File: src/rtl/fsg_pkg.sv
`timescale 1ns/1ps
package fsg_pkg;

  typedef enum logic [2:0] {
    WV_OFF       = 3'd0,
    WV_NEG_PULSE = 3'd1,
    WV_POS_PULSE = 3'd2,
    WV_LOW_DATA  = 3'd3,
    WV_HIGH_DATA = 3'd4,
    WV_TOGGLE    = 3'd5
  } wave_e;

endpackage

File: src/rtl/fsg_timer.sv
`timescale 1ns/1ps
module fsg_timer #(
  parameter int PER_W = 8,
  parameter int POS_W = 9
) (
  input  logic             clk,
  input  logic             rst_n,
  input  logic             bit_en,
  input  logic [PER_W-1:0] period_i,
  input  logic             start_i,
  output logic             fire_o,
  output logic             run_o,
  output logic             tog_o,
  output logic [POS_W-1:0] pos_o
);
  localparam int CNT_W = PER_W + 1;
  localparam logic [POS_W-1:0] POS_MAX = '1;

  // last count value of a frame: 2*(p+1)-1
  function automatic logic [CNT_W-1:0] last_tick(input logic [PER_W-1:0] p);
    return {p, 1'b1};
  endfunction

  logic [CNT_W-1:0] per_cnt;
  logic             periodic;
  logic             wrap;

  assign periodic = (period_i != '0);
  assign wrap     = periodic && (per_cnt >= last_tick(period_i));
  assign fire_o   = bit_en && (periodic ? wrap : start_i);

  always_ff @(posedge clk or negedge rst_n) begin
    if (!rst_n) begin
      per_cnt <= '0;
    end else if (bit_en) begin
      if (!periodic || wrap) per_cnt <= '0;
      else                   per_cnt <= per_cnt + CNT_W'(1);
    end
  end

  always_ff @(posedge clk or negedge rst_n) begin
    if (!rst_n) begin
      pos_o <= '0;
      run_o <= 1'b0;
      tog_o <= 1'b0;
    end else if (fire_o) begin
      pos_o <= '0;
      run_o <= 1'b1;
      tog_o <= ~tog_o;
    end else if (bit_en && run_o && (pos_o != POS_MAX)) begin
      pos_o <= pos_o + POS_W'(1);
    end
  end

  p_restart_r2: assert property (@(posedge clk) disable iff (!rst_n)
    fire_o |=> (run_o && pos_o == '0));

  p_hold_r11: assert property (@(posedge clk) disable iff (!rst_n)
    !bit_en |=> ($stable(pos_o) && $stable(tog_o) && $stable(run_o)));

  p_no_strobe_r2: assert property (@(posedge clk) disable iff (!rst_n)
    (periodic && !wrap) |=> !(run_o && pos_o == '0 && !$past(fire_o)) || $stable(pos_o));

endmodule

File: src/rtl/fsg_wave.sv
`timescale 1ns/1ps
module fsg_wave
  import fsg_pkg::*;
#(
  parameter int LEN_W = 8,
  parameter int DLY_W = 8,
  parameter int POS_W = 9
) (
  input  logic [2:0]       wave_i,
  input  logic             run_i,
  input  logic [POS_W-1:0] pos_i,
  input  logic [LEN_W-1:0] len_i,
  input  logic [DLY_W-1:0] dly_i,
  input  logic             tog_i,
  output logic             fs_o
);
  function automatic logic level_for(
    input logic [2:0]       w,
    input logic             run,
    input logic [POS_W-1:0] pos,
    input logic [LEN_W-1:0] len,
    input logic [DLY_W-1:0] dly,
    input logic             tog
  );
    logic in_pulse;
    logic in_data;
    in_pulse = run && (pos < POS_W'(len) + POS_W'(1));
    in_data  = run && (pos >= POS_W'(dly));
    case (wave_e'(w))
      WV_NEG_PULSE: return ~in_pulse;
      WV_POS_PULSE: return in_pulse;
      WV_LOW_DATA:  return ~in_data;
      WV_HIGH_DATA: return in_data;
      WV_TOGGLE:    return tog;
      default:      return 1'b0;
    endcase
  endfunction

  assign fs_o = level_for(wave_i, run_i, pos_i, len_i, dly_i, tog_i);

endmodule

File: src/rtl/fsg_tag.sv
`timescale 1ns/1ps
module fsg_tag #(
  parameter bit IS_TX = 1'b1,
  parameter int TAG_W = 16,
  parameter int LEN_W = 8,
  parameter int DLY_W = 8,
  parameter int POS_W = 9
) (
  input  logic             clk,
  input  logic             rst_n,
  input  logic             bit_en,
  input  logic             fire_i,
  input  logic             run_i,
  input  logic [POS_W-1:0] pos_i,
  input  logic [LEN_W-1:0] len_i,
  input  logic [DLY_W-1:0] dly_i,
  input  logic             tag_en_i,
  input  logic [TAG_W-1:0] tag_i,
  input  logic             sd_i,
  output logic             sd_o,
  output logic             sd_oe,
  output logic [TAG_W-1:0] rx_tag_o
);
  localparam logic [POS_W-1:0] TAG_CAP = POS_W'(TAG_W);
  localparam logic [TAG_W-1:0] BIT0    = TAG_W'(1);

  // number of tag bits in a frame: min(len+1, TAG_W)
  function automatic logic [POS_W-1:0] tag_count(input logic [LEN_W-1:0] len);
    logic [POS_W-1:0] n;
    n = POS_W'(len) + POS_W'(1);
    return (n > TAG_CAP) ? TAG_CAP : n;
  endfunction

  logic [POS_W-1:0] tag_n;
  logic             tag_win;

  assign tag_n   = tag_count(len_i);
  // normal data owns every bit time from the start delay onward
  assign tag_win = run_i && (pos_i < tag_n) && (pos_i < POS_W'(dly_i));

  generate
    if (IS_TX) begin : g_tx
      logic [TAG_W-1:0] hold_q;
      logic [POS_W-1:0] idx;
      logic             unused_rx;

      assign unused_rx = sd_i;
      assign idx       = tag_n - POS_W'(1) - pos_i;

      always_ff @(posedge clk or negedge rst_n) begin
        if (!rst_n)      hold_q <= '0;
        else if (fire_i) hold_q <= tag_i;
      end

      assign sd_oe    = tag_win && tag_en_i;
      assign sd_o     = sd_oe && (((hold_q >> idx) & BIT0) != '0);
      assign rx_tag_o = '0;

      p_tx_width_r6: assert property (@(posedge clk) disable iff (!rst_n)
        sd_oe |-> (pos_i < TAG_CAP));
      p_tx_enable_r6: assert property (@(posedge clk) disable iff (!rst_n)
        !tag_en_i |-> !sd_oe);
      p_priority_r7: assert property (@(posedge clk) disable iff (!rst_n)
        sd_oe |-> (pos_i < POS_W'(dly_i)));
    end else begin : g_rx
      logic [TAG_W-1:0] shift_q;
      logic             unused_tx;

      assign unused_tx = ^{tag_i, tag_en_i};

      always_ff @(posedge clk or negedge rst_n) begin
        if (!rst_n)                  shift_q <= '0;
        else if (fire_i)             shift_q <= '0;
        else if (bit_en && tag_win)  shift_q <= {shift_q[TAG_W-2:0], sd_i};
      end

      assign sd_oe    = 1'b0;
      assign sd_o     = 1'b0;
      assign rx_tag_o = shift_q;

      p_rx_clear_r8: assert property (@(posedge clk) disable iff (!rst_n)
        fire_i |=> (rx_tag_o == '0));
      p_rx_hold_r8: assert property (@(posedge clk) disable iff (!rst_n)
        (!fire_i && !tag_win) |=> $stable(rx_tag_o));
    end
  endgenerate

endmodule

File: src/rtl/fsg_edge.sv
`timescale 1ns/1ps
module fsg_edge (
  input  logic clk,
  input  logic rst_n,
  input  logic fs_i,
  input  logic fall_sel_i,
  input  logic clr_i,
  output logic hit_o,
  output logic flag_o
);
  logic fs_prev;
  logic primed;

  assign hit_o = primed && (fall_sel_i ? (fs_prev && !fs_i) : (!fs_prev && fs_i));

  always_ff @(posedge clk or negedge rst_n) begin
    if (!rst_n) begin
      fs_prev <= 1'b0;
      primed  <= 1'b0;
      flag_o  <= 1'b0;
    end else begin
      fs_prev <= fs_i;
      primed  <= 1'b1;
      flag_o  <= hit_o || (flag_o && !clr_i);
    end
  end

  p_set_r9: assert property (@(posedge clk) disable iff (!rst_n)
    hit_o |=> flag_o);
  p_sticky_r10: assert property (@(posedge clk) disable iff (!rst_n)
    (flag_o && !clr_i) |=> flag_o);
  p_clear_r10: assert property (@(posedge clk) disable iff (!rst_n)
    (clr_i && !hit_o) |=> !flag_o);
  p_rise_r9: assert property (@(posedge clk) disable iff (!rst_n)
    $rose(flag_o) |-> $past(hit_o));

endmodule

File: src/rtl/frame_sync_gen.sv
`timescale 1ns/1ps
module frame_sync_gen
  import fsg_pkg::*;
#(
  parameter bit IS_TX = 1'b1,
  parameter int PER_W = 8,
  parameter int LEN_W = 8,
  parameter int DLY_W = 8,
  parameter int TAG_W = 16
) (
  input  logic             clk,
  input  logic             rst_n,
  input  logic             bit_en,
  input  logic [2:0]       cfg_wave,
  input  logic [LEN_W-1:0] cfg_len,
  input  logic [PER_W-1:0] cfg_period,
  input  logic             cfg_tag_en,
  input  logic             cfg_edge_fall,
  input  logic [DLY_W-1:0] cfg_start_dly,
  input  logic             start_i,
  input  logic             clr_i,
  input  logic [TAG_W-1:0] tag_i,
  input  logic             sd_i,
  output logic             fs_o,
  output logic             sd_o,
  output logic             sd_oe,
  output logic [TAG_W-1:0] rx_tag_o,
  output logic             sync_flag_o
);
  localparam int POS_W = ((LEN_W > DLY_W) ? LEN_W : DLY_W) + 1;

  logic             fire;
  logic             run;
  logic             tog;
  logic [POS_W-1:0] pos;
  logic             edge_hit;

  fsg_timer #(.PER_W(PER_W), .POS_W(POS_W)) u_timer (
    .clk(clk), .rst_n(rst_n), .bit_en(bit_en), .period_i(cfg_period),
    .start_i(start_i), .fire_o(fire), .run_o(run), .tog_o(tog), .pos_o(pos)
  );

  fsg_wave #(.LEN_W(LEN_W), .DLY_W(DLY_W), .POS_W(POS_W)) u_wave (
    .wave_i(cfg_wave), .run_i(run), .pos_i(pos), .len_i(cfg_len),
    .dly_i(cfg_start_dly), .tog_i(tog), .fs_o(fs_o)
  );

  fsg_tag #(.IS_TX(IS_TX), .TAG_W(TAG_W), .LEN_W(LEN_W), .DLY_W(DLY_W), .POS_W(POS_W)) u_tag (
    .clk(clk), .rst_n(rst_n), .bit_en(bit_en), .fire_i(fire), .run_i(run),
    .pos_i(pos), .len_i(cfg_len), .dly_i(cfg_start_dly), .tag_en_i(cfg_tag_en),
    .tag_i(tag_i), .sd_i(sd_i), .sd_o(sd_o), .sd_oe(sd_oe), .rx_tag_o(rx_tag_o)
  );

  fsg_edge u_edge (
    .clk(clk), .rst_n(rst_n), .fs_i(fs_o), .fall_sel_i(cfg_edge_fall),
    .clr_i(clr_i), .hit_o(edge_hit), .flag_o(sync_flag_o)
  );

  p_pos_start_r3: assert property (@(posedge clk) disable iff (!rst_n)
    (fire && cfg_wave == WV_POS_PULSE) |=> (cfg_wave != WV_POS_PULSE || fs_o));
  p_neg_start_r3: assert property (@(posedge clk) disable iff (!rst_n)
    (fire && cfg_wave == WV_NEG_PULSE) |=> (cfg_wave != WV_NEG_PULSE || !fs_o));
  p_toggle_r5: assert property (@(posedge clk) disable iff (!rst_n)
    (fire && cfg_wave == WV_TOGGLE) |=> (cfg_wave != WV_TOGGLE || fs_o != $past(fs_o)));
  p_off_low_r4: assert property (@(posedge clk) disable iff (!rst_n)
    (cfg_wave == WV_OFF || cfg_wave > WV_TOGGLE) |-> !fs_o);
  p_flag_src_r9: assert property (@(posedge clk) disable iff (!rst_n)
    (edge_hit && !clr_i) |=> sync_flag_o);

endmodule

File: config.mk
export PLATFORM = sky130hd
export DESIGN_NAME = frame_sync_gen
export DESIGN_NICKNAME = d
export VERILOG_FILES = /design/src/rtl/fsg_pkg.sv /design/src/rtl/fsg_timer.sv /design/src/rtl/fsg_wave.sv /design/src/rtl/fsg_tag.sv /design/src/rtl/fsg_edge.sv /design/src/rtl/frame_sync_gen.sv
export SDC_FILE = /design/constraint.sdc
export NUM_CORES = 1
export LEC_CHECK = 0
export ABC_AREA = 0
export BUFFER_PORTS_ARGS = -buffer_cell sky130_fd_sc_hd__buf_2
export CORE_ASPECT_RATIO = 1.2
export CORE_UTILIZATION = 33
export DETAILED_ROUTE_END_ITERATION = 10
export GPL_ROUTABILITY_DRIVEN = 1
export HOLD_SLACK_MARGIN = 0.02
export PLACE_DENSITY = 0.6
export SLEW_MARGIN = 20
export SYNTH_ARGS = -nofsm -noshare
export SYNTH_HDL_FRONTEND = slang
export SYNTH_SLANG_ARGS = --single-unit
File: constraint.sdc
create_clock -name clk -period 5.18 [get_ports clk]
set_input_delay 1.036 -clock clk [delete_from_list [all_inputs] [get_ports clk]]
set_output_delay 1.036 -clock clk [all_outputs]
set_load 0.01 [all_outputs]
==> results.toml <==
[run_status]
status = "finished, final reports clean"

[sta]
fin_crit_ns = 5.066
fin_crit_sh_pct = 97.80
worst_slack_ns = 0.1139
final_hold_viol_count = 0
relSlewSlack_pct = 42.91
setup_violations = 0
fmax_ghz = 0.1974
slew_violations = 0
rsz0062_at_grt = "true"
clock_skew_ns = 0.004647
tightestPinTransition_ns = 0.8564

[critical_path]
slowest_delay_ns = 0.50
critical_path.top_delay_family = "simple AND/OR/NAND/NOR gates"
crit_buf_inv = 3
cp.depth = 16
ff2ff_setup_slack_ns = 2.65
critical-path-slowest-cell = "fa_2"
criticalPathCategory = "in -> out"
path_cells = "buf_6 -> and3_4 -> nand3_2 -> xor2_1 -> nor4b_2 -> buf_4 -> nand2_4 -> nor2_4 -> ha_2 -> fa_2 -> mux4_2 -> mux2i_2 -> mux2i_2 -> nand4_1 -> nor4_2 -> buf_2"
cp.required_ns = 4.14
crit_fanout = 4
path_common_cell = "mux2i_2"
worstPathArrival_ns = 4.03
reg2reg_depth = 8
critPathLaunchType = "input pin"
endpoint_kind = "output port"

[floorplan]
die-width_um = 93.95
ioPinCount = 71
start_util_pct = 34.48
coreArea_um2 = 9711
row_count = 39
die-area_um2 = 10550
die_h_um = 112.3

[synthesis]
synth_top_area_share_pct = 29.15
postSynthCellCount = 351
synth-main-ff-cell = "dfrtp_1"
yosysMostFrequentCell = "ha_1"
avgSynthCellArea_um2 = 9.539
yosys.area.top_type = "dfrtp_1"
synth_edf_count = 0
yosysWarningCount = 0
synth_seq_cells = 39
async_flop_share_pct = 100.0
synth_area_leaders = "dfrtp_1 (29%), ha_1 (18%), xor2_1 (4.2%), mux2_4 (4.0%), buf_4 (3.6%)"
syn_area_um2 = 3348
yosysSeqAreaShare_pct = 29.15
synth_commonest_cells = "ha_1 (47), dfrtp_1 (39), inv_1 (32)"
synth_cell_type_count = 47

[layout]
num_antenna_cells = 0
drive_above_1_share_pct = 29.25
n_fill_cell = 989
layout.nets = 539
area_growth_pct = 25.11

[routing]
ant_nets = 0
drc_errors = 0
wl_mm = 7.323
drt_pass1_iterations = 4
drtIter0Drc = 96
drt-vias-per-instance = 4.901
num_vias = 2764
drt-wirelength-per-cell_um = 12.98

[clock_tree]
root_buffer = "clkbuf_16"
cts_buffer_depth = 2
cts_buffers = 5
cts_tree = "yes"
clock-sinks = 39
cts.htree.levels = 2
clock_latency_ns = 0.28
cts_hold_buf = 0
clk_pin_slew_ns = 0.06

[min_path]
hold_path.class = "reg -> reg"
hold_path_depth = 1

[global_route]
grt_pass1_wl_mm = 11.96
grt-ovfl-total = 0
grt_pass1_vias = 2684
grt_max_degree = 40
antenna_found_initial = 0
track_usage_pct = 14.37

[place]
dp_hpwl_mm = 5.753
post-place-ws_ns = -0.3298
io_buffers = 53
gp_congestion = 0.8359

[pwr]
vdd_ir_drop_max_uv = 210.0
total_power_w = 0.001677
p_leak_nw = 2.167
powerDensity_nw_per_um2 = 400.4

[flow_run]
cap_violations = 0
==> layout by cell type (no fill, tap or decap), types with 3 or more instances in the layout <==
master     netlist  layout
clkbuf_16        0       5
ha_1            47      45
mux4_2           4       4
nand3_1         16      14
nand2_1         19      18
nand2b_1         5       5
buf_2            1      50
a21o_1           8       8
xor2_1          16      16
xnor2_1         11      10
buf_4           16      26
and3_1           6       5
dfrtp_1         39      39
or2_2            3       3
mux2_4           9       9
o21a_1           5       5
a211o_1          4       4
a21oi_1         17      16
inv_1           32      32
conb_1           2      24
nand4_1          8       8
mux2_2           7       7
o21ai_0         11      11
buf_6            1       3
nor2_1          23      22
nor2b_1          4       4
==> worst reg2reg max path, cell delays in order, from the launching register on <==
cell and delay (ns):
dfrtp_1 0.43, ha_1 0.31, a211o_1 0.15, o21ai_0 0.07
a21oi_1 0.18, a211oi_2 0.12, nor3_4 0.57, buf_8 0.25
mux2_2 0.34
==> state kept, by name, summed over array words and instances, names as in the netlist <==
register,cells
u_timer.tog_o,1
u_timer.pos_o,9
u_edge.flag_o,1
u_timer.per_cnt,9
u_edge.fs_prev,1
u_timer.run_o,1
u_edge.primed,1
u_tag.g_tx.hold_q,16
==> report_power, final <==
part | leakage (nW) | total [W] | switching, W | internal (W)
Clock | 0.0868 | 0.000354 | 0.000115 | 0.000239
Sequential | 0.500 | 0.000552 | 0.000128 | 0.000423
Combinational | 1.58 | 0.000772 | 0.000357 | 0.000415
==> worst paths after layout <==
path	to	startpoint
setup / recovery	sd_o	cfg_len[3]
hold / removal	u_timer.tog_o	u_timer.tog_o
setup reg to reg	u_tag.g_tx.hold_q[15]	u_timer.per_cnt[6]
hold reg to reg	u_timer.tog_o	u_timer.tog_o
max in group asynchronous	u_timer.pos_o[6]	rst_n
min in group asynchronous	u_tag.g_tx.hold_q[14]	rst_n
==> layer usage <==
layer,global-route usage (%),vias to the layer above,routed length (um)
met5,0,-,0
met4,4.718,0,150
met3,2.236,12,244
met2,24.77,57,3613
met1,18.13,1326,3314
li1,-,1369,-
==> cells by family (layout without fill, tap and decap cells) <==
| logic type | Yosys count | count (layout) | synth area share, % |
|---|---|---|---|
| buf+inv | 52 | 120 | 7.885 |
| compound gates | 58 | 58 | 11.36 |
| fa+ha+maj | 48 | 48 | 18.16 |
| other cells | 2 | 24 | 0.2243 |
| flops | 39 | 39 | 29.15 |
| mux | 24 | 24 | 10.28 |
| xor+xnor | 27 | 27 | 7.063 |
| simple gates | 101 | 101 | 15.88 |
==> layout make-up <==
type                       instances  area, um2  share of cell area [%]
inverter                          32      120.1                   2.867
clock inverter                     2      35.03                  0.8363
clock buffer                       6      138.9                   3.315
multi-input combinational        282       2271                   54.21
tap                              123      153.9                   3.674
sequential                        39      975.9                   23.30
timing repair buffer              80      494.2                   11.80
==> stage by stage <==
stage	hold WS [ns]	cell area, um2	instances	TNS (ns)	util [%]
floorplan	0.4423	3431	373	0	-
global placement	0.4704	3879	552	-0.2959	39.94
detailed placement	0.4810	3879	552	-0.3298	39.94
CTS	0.4887	4080	560	0	42.02
global route	0.5117	4189	564	-0.04180	43.14
finish	0.4845	4189	564	0	43.14
==> timing repair <==
action | in CTS | in global routing
cloned | 0 | 0
endpoints found under the setup margin | 1 | 1
gates resized for setup | 8 | 13
pin swaps | 7 | 8
buffers inserted | 1 | 3
Power figures use the tool's default switching activity.
